[config.mk]
export PLATFORM = sky130hd
export DESIGN_NAME = bl_pwm_top
export DESIGN_NICKNAME = d
export VERILOG_FILES = /design/src/rtl/bl_pwm_pkg.sv /design/src/rtl/bl_pwm_regs.sv /design/src/rtl/bl_pwm_counter.sv /design/src/rtl/bl_pwm_top.sv
export SDC_FILE = /design/constraint.sdc
export NUM_CORES = 1
export LEC_CHECK = 0
export BUFFER_PORTS_ARGS = -buffer_cell sky130_fd_sc_hd__buf_2
export CORE_AREA = 4 4 171 173
export DETAILED_ROUTE_END_ITERATION = 10
export DIE_AREA = 0 0 175 177
export GPL_ROUTABILITY_DRIVEN = 0
export PLACE_DENSITY_LB_ADDON = 0.12
export SYNTH_ARGS = -nofsm -noshare
export SYNTH_HDL_FRONTEND = slang
export SYNTH_HIERARCHICAL = 1
export SYNTH_SLANG_ARGS = --single-unit
[constraint.sdc]
create_clock -name clk -period 4.5 [get_ports clk]
set_clock_uncertainty 0.2 [all_clocks]
set_input_delay 0.9 -clock clk [delete_from_list [all_inputs] [get_ports clk]]
set_output_delay 0.9 -clock clk [all_outputs]
set_load 0.05 [all_outputs]
[src/rtl/bl_pwm_pkg.sv]
package bl_pwm_pkg;
  typedef enum logic [1:0] {
    REG_ENA  = 2'd0,
    REG_DIV  = 2'd1,
    REG_WAVE = 2'd2,
    REG_XFER = 2'd3
  } reg_sel_e;

  localparam int DATA_W_DEF = 32;
  localparam int DIV_W_DEF  = 10;
  localparam int PER_W_DEF  = 12;
  localparam int HW_W_DEF   = 13;
endpackage

[src/rtl/bl_pwm_regs.sv]
module bl_pwm_regs
  import bl_pwm_pkg::*;
#(
  parameter int DATA_W = DATA_W_DEF,
  parameter int DIV_W  = DIV_W_DEF,
  parameter int PER_W  = PER_W_DEF,
  parameter int HW_W   = HW_W_DEF
) (
  input  logic              clk,
  input  logic              rst_n,
  input  logic              wr_en,
  input  logic [1:0]        wr_addr,
  input  logic [DATA_W-1:0] wr_data,
  input  logic [1:0]        rd_addr,
  output logic [DATA_W-1:0] rd_data,
  input  logic              period_end,
  output logic              enable,
  output logic [DIV_W-1:0]  work_div,
  output logic [PER_W-1:0]  work_per,
  output logic [HW_W-1:0]   work_hw
);
  localparam int HW_LSB  = 16;
  localparam int DBG_LSB = 4;
  localparam int DBG_W   = 2;

  logic [DIV_W-1:0] sh_div, st_div;
  logic [PER_W-1:0] sh_per, st_per;
  logic [HW_W-1:0]  sh_hw,  st_hw;
  logic             commit_q;
  logic [DBG_W-1:0] dbg_q;
  logic             pend;

  logic sel_ena, sel_div, sel_wave, sel_xfer;
  logic direct, commit_pulse, apply_now;

  assign sel_ena  = wr_en && (wr_addr == REG_ENA);
  assign sel_div  = wr_en && (wr_addr == REG_DIV);
  assign sel_wave = wr_en && (wr_addr == REG_WAVE);
  assign sel_xfer = wr_en && (wr_addr == REG_XFER);

  assign direct       = &dbg_q;
  assign commit_pulse = sel_xfer && commit_q && !wr_data[0] && !direct;
  assign apply_now    = pend && (!enable || period_end);

  // shadow registers, written by software
  always_ff @(posedge clk or negedge rst_n) begin
    if (!rst_n) begin
      enable   <= 1'b0;
      sh_div   <= '0;
      sh_per   <= '0;
      sh_hw    <= '0;
      commit_q <= 1'b0;
      dbg_q    <= '0;
    end else begin
      if (sel_ena)  enable <= wr_data[0];
      if (sel_div)  sh_div <= wr_data[DIV_W-1:0];
      if (sel_wave) begin
        sh_per <= wr_data[PER_W-1:0];
        sh_hw  <= wr_data[HW_LSB +: HW_W];
      end
      if (sel_xfer) begin
        commit_q <= wr_data[0];
        dbg_q    <= wr_data[DBG_LSB +: DBG_W];
      end
    end
  end

  // staging set, loaded by the commit strobe
  always_ff @(posedge clk or negedge rst_n) begin
    if (!rst_n) begin
      st_div <= '0;
      st_per <= '0;
      st_hw  <= '0;
      pend   <= 1'b0;
    end else if (commit_pulse) begin
      st_div <= sh_div;
      st_per <= sh_per;
      st_hw  <= sh_hw;
      pend   <= 1'b1;
    end else if (direct || apply_now) begin
      pend   <= 1'b0;
    end
  end

  // working set, used by the counters
  always_ff @(posedge clk or negedge rst_n) begin
    if (!rst_n) begin
      work_div <= '0;
      work_per <= '0;
      work_hw  <= '0;
    end else if (direct) begin
      work_div <= sh_div;
      work_per <= sh_per;
      work_hw  <= sh_hw;
    end else if (apply_now) begin
      work_div <= st_div;
      work_per <= st_per;
      work_hw  <= st_hw;
    end
  end

  always_comb begin
    rd_data = '0;
    case (reg_sel_e'(rd_addr))
      REG_ENA:  rd_data[0] = enable;
      REG_DIV:  rd_data[DIV_W-1:0] = sh_div;
      REG_WAVE: begin
        rd_data[PER_W-1:0]        = sh_per;
        rd_data[HW_LSB +: HW_W]   = sh_hw;
      end
      default: begin
        rd_data[0]                = commit_q;
        rd_data[DBG_LSB +: DBG_W] = dbg_q;
      end
    endcase
  end

  AST_HOLD_WORK: assert property (@(posedge clk) disable iff (!rst_n)
    (!direct && !pend) |=> ($stable(work_div) && $stable(work_per) && $stable(work_hw)))
    else $error("working values changed without a commit");

  AST_COMMIT_STAGE: assert property (@(posedge clk) disable iff (!rst_n)
    commit_pulse |=> pend)
    else $error("commit left nothing pending");

  AST_DIRECT_FOLLOW: assert property (@(posedge clk) disable iff (!rst_n)
    direct |=> (work_per == $past(sh_per) && work_hw == $past(sh_hw)))
    else $error("direct mode did not pass shadow through");
endmodule

[src/rtl/bl_pwm_counter.sv]
module bl_pwm_counter
  import bl_pwm_pkg::*;
#(
  parameter int DIV_W = DIV_W_DEF,
  parameter int PER_W = PER_W_DEF
) (
  input  logic             clk,
  input  logic             rst_n,
  input  logic             run,
  input  logic [DIV_W-1:0] div,
  input  logic [PER_W-1:0] per,
  output logic [PER_W-1:0] pcnt,
  output logic             period_end
);
  logic [DIV_W-1:0] presc;
  logic             step;

  assign step       = (presc >= div);
  assign period_end = run && step && (pcnt >= per);

  always_ff @(posedge clk or negedge rst_n) begin
    if (!rst_n) begin
      presc <= '0;
      pcnt  <= '0;
    end else if (!run) begin
      presc <= '0;
      pcnt  <= '0;
    end else if (step) begin
      presc <= '0;
      pcnt  <= (pcnt >= per) ? '0 : pcnt + 1'b1;
    end else begin
      presc <= presc + 1'b1;
    end
  end

  AST_WRAP_ZERO: assert property (@(posedge clk) disable iff (!rst_n)
    period_end |=> (presc == '0 && pcnt == '0))
    else $error("counters did not restart after period end");
endmodule

[src/rtl/bl_pwm_top.sv]
module bl_pwm_top
  import bl_pwm_pkg::*;
#(
  parameter int DATA_W = DATA_W_DEF,
  parameter int DIV_W  = DIV_W_DEF,
  parameter int PER_W  = PER_W_DEF,
  parameter int HW_W   = HW_W_DEF
) (
  input  logic              clk,
  input  logic              rst_n,
  input  logic              wr_en,
  input  logic [1:0]        wr_addr,
  input  logic [DATA_W-1:0] wr_data,
  input  logic [1:0]        rd_addr,
  output logic [DATA_W-1:0] rd_data,
  output logic              pwm_out
);
  localparam int CMP_W = (PER_W > HW_W) ? PER_W + 1 : HW_W + 1;

  logic             enable;
  logic [DIV_W-1:0] work_div;
  logic [PER_W-1:0] work_per;
  logic [HW_W-1:0]  work_hw;
  logic [PER_W-1:0] pcnt;
  logic             period_end;

  bl_pwm_regs #(
    .DATA_W(DATA_W), .DIV_W(DIV_W), .PER_W(PER_W), .HW_W(HW_W)
  ) u_regs (
    .clk(clk), .rst_n(rst_n),
    .wr_en(wr_en), .wr_addr(wr_addr), .wr_data(wr_data),
    .rd_addr(rd_addr), .rd_data(rd_data),
    .period_end(period_end), .enable(enable),
    .work_div(work_div), .work_per(work_per), .work_hw(work_hw)
  );

  bl_pwm_counter #(
    .DIV_W(DIV_W), .PER_W(PER_W)
  ) u_cnt (
    .clk(clk), .rst_n(rst_n), .run(enable),
    .div(work_div), .per(work_per),
    .pcnt(pcnt), .period_end(period_end)
  );

  assign pwm_out = enable && (CMP_W'(pcnt) < CMP_W'(work_hw));

  AST_OFF_LOW: assert property (@(posedge clk) disable iff (!rst_n)
    !enable |-> !pwm_out)
    else $error("output high while disabled");

  AST_ZERO_HW_LOW: assert property (@(posedge clk) disable iff (!rst_n)
    (work_hw == '0) |-> !pwm_out)
    else $error("output high with zero high time");
endmodule

==> flow_summary.json <==
{
  "status": "finished, final reports clean",
  "r2r_cells": 9,
  "seq_area_frac_synth_pct": 48.3,
  "dp_hpwl_mm": 11.0,
  "ys_async_sr_fraction_pct": 100,
  "yosysTopAreaCellShare_pct": 48.3,
  "hold_buffers": 0,
  "cp.arrival_ns": 2.33,
  "via_count": 4458,
  "synth_edf_count": 0,
  "hold-path-endpoint": "u_regs/st_div[4]",
  "yosysWarnings": 6,
  "path_class": "reg -> out",
  "nets": 701,
  "synth_compound_area_share_pct": 5.86,
  "post_synth_num_cell_types": 55,
  "min-delay-start": "u_regs/st_div[4]",
  "die_area_um2": 31000,
  "grt_pass1_wl_mm": 26.4,
  "cts-buffers-inserted": 17,
  "power.density_nw_per_um2": 535,
  "synth_area_um2": 6840,
  "rows": 61,
  "worst_slew_pin_slew_ns": 0.930,
  "tns_ns": 0,
  "fin_area_um2": 8110,
  "post_cts_buffers": 0,
  "fmax_mhz": 292,
  "yosys_register_bits": 132,
  "r2r_slack_ns": 1.12,
  "antenna_found_initial": 0,
  "die_w_um": 175,
  "clockBufferDepth": 2,
  "routed_wirelength_mm": 15.5,
  "finalMaxSlewViolations": 0,
  "yosys.area_share.simple_pct": 9.02,
  "worst-endpoint-required_ns": 3.40,
  "hold_viol": 0,
  "reg2reg_to": "u_regs/work_per[5]",
  "drt-wirelength-per-cell_um": 15.3,
  "htreeDepth": 4,
  "synth_top_family_by_area": "multiplexers",
  "cp-end-kind": "output port",
  "ir_drop_uv": 192,
  "initial_core_util_pct": 24.7,
  "relSlewSlack_pct": 38.0,
  "num_antenna_cells": 0,
  "grtUsageTotal_pct": 10.7,
  "period_needed_ns": 3.43,
  "clock-sinks": 132,
  "cts_tree": "done",
  "area_growth_pct": 18.7,
  "postSynthAreaPerCell_um2": 12.2,
  "finalCritPeriodShare_pct": 76.2,
  "insertion_delay_ns": 0.41,
  "cap_violations": 0,
  "yosys-mux-area-fraction_pct": 23.9,
  "layout_common_cells": "mux2_2, dfrtp_1, buf_2",
  "port_buffers": 57,
  "dpl_cell_area_um2": 7540,
  "rsz0062_at_grt": "false",
  "grt_max_degree": 99,
  "min-delay-path-class": "reg -> reg",
  "first_iter_violations": 146,
  "critPathMaxFanout": 7,
  "synth_area_leaders": "dfrtp_1, mux2_2, ha_1",
  "drive_gt1_share_pct": 38.3,
  "p_leak_nw": 3.73,
  "synth_fa_ha_area_share_pct": 7.14,
  "power_mw": 4.34,
  "antenna_left": 0,
  "hold_slack_ns": 0.282,
  "r2r-start": "u_cnt/pcnt[7]",
  "synthCells": 559,
  "die-height_um": 177,
  "synth_flop_cell": "dfrtp_1",
  "finalSetupViolations": 0,
  "synth_xor_area_share_pct": 1.03,
  "worst_setup_path_start_kind": "flop",
  "setup_ws_ns": 1.07,
  "synth_area_leader_cell": "dfrtp_1",
  "pre_cts_slack_ns": 1.12,
  "viasPerCell": 4.40,
  "grt_pass1_vias": 4815,
  "clockRootBuffer": "clkbuf_16",
  "placeableCoreArea_um2": 27600,
  "drtPass1Iterations": 4,
  "cts.repair.resized": 0,
  "drc": 0,
  "min_path_cells": 1,
  "grt.overflow.total": 0,
  "clk_pin_slew_worst_paths_ns": 0.06,
  "io_pins": 72,
  "final_common_cell": "mux2_2"
}
==> power breakdown <==
part	internal [mW]	switching, mW	total [mW]
Clock	0.822	0.554	1.38
Sequential	1.54	0.231	1.77
Combinational	0.611	0.578	1.19
==> layout make-up <==
cell class,instances,area (um2)
flip-flops and latches,132,3300
fillers,2881,19500
repair buffers,65,364
inverters,42,158
clock buffers,18,429
clock inverters,13,146
multi-input cells,365,3240
well taps,378,473
==> worst max-delay path by stage <==
stage | from | end | cells past startpoint
after global placement | u_cnt/pcnt[7] | u_regs/work_hw[8] | 9
after detailed placement | rd_addr[0] | rd_data[22] | 6
after floorplan | rd_addr[0] | rd_data[4] | 5
after global routing | u_cnt/pcnt[7] | u_regs/work_div[4] | 9
final | u_cnt/pcnt[2] | pwm_out | 6
after CTS | u_cnt/pcnt[2] | pwm_out | 6
==> per-stage QoR <==
step,utilization [%],cells
detailed placement,27.3,982
floorplan,-,565
finish,29.4,1013
global route,29.4,1013
CTS,29.4,1013
global placement,27.3,982
==> flip-flops by register name, summed over array words and instances, names as in the netlist <==
register and cells:
u_regs/sh_hw 13, u_regs/st_hw 13, u_regs/work_hw 13, u_cnt/pcnt 12, u_regs/sh_per 12, u_regs/st_per 12, u_regs/work_per 12, u_cnt/presc 10
u_regs/sh_div 10, u_regs/st_div 10, u_regs/work_div 10, u_regs/dbg_q 2, u_regs/commit_q 1, u_regs/enable 1, u_regs/pend 1
==> cell usage after synthesis, drive strengths merged, types with 2 or more instances <==
cell      n
buf      21
clkbuf    5
dfrtp   132
nor3      3
mux2    144
xnor2     3
and2     16
nand2    13
inv      41
a21o      4
xor2      5
a21oi    13
nor2     16
nor2b     8
a22oi     9
nor4b     2
o22ai     4
nand3    17
nor3b     2
and3      6
nor4      7
ha       39
o21ai    17
nand4     8
nand2b    3
nand3b    2
==> logic make-up (layout without fill, tap and decap cells) <==
logic type,after synthesis,after routing
mux,145,145
compound gates,60,60
simple gates,106,106
xor+xnor,8,8
fa+ha+maj,39,39
other cells,1,7
buf+inv,68,138
flops,132,132
==> critical path, cell delays in order (launching register included) <==
cell	delay (ns)
dfrtp_1	0.50
ha_1	0.35
a21o_1	0.16
a31oi_1	0.26
o21ai_1	0.15
a41oi_2	0.22
buf_2	0.29
==> metal layers <==
metal | global-route usage (%) | wire length [um]
met1 | 15.0 | 7820
met2 | 16.4 | 6980
met3 | 2.14 | 508
met4 | 3.80 | 231
met5 | 0 | 0
No activity file was read; power rests on OpenSTA's default activity.
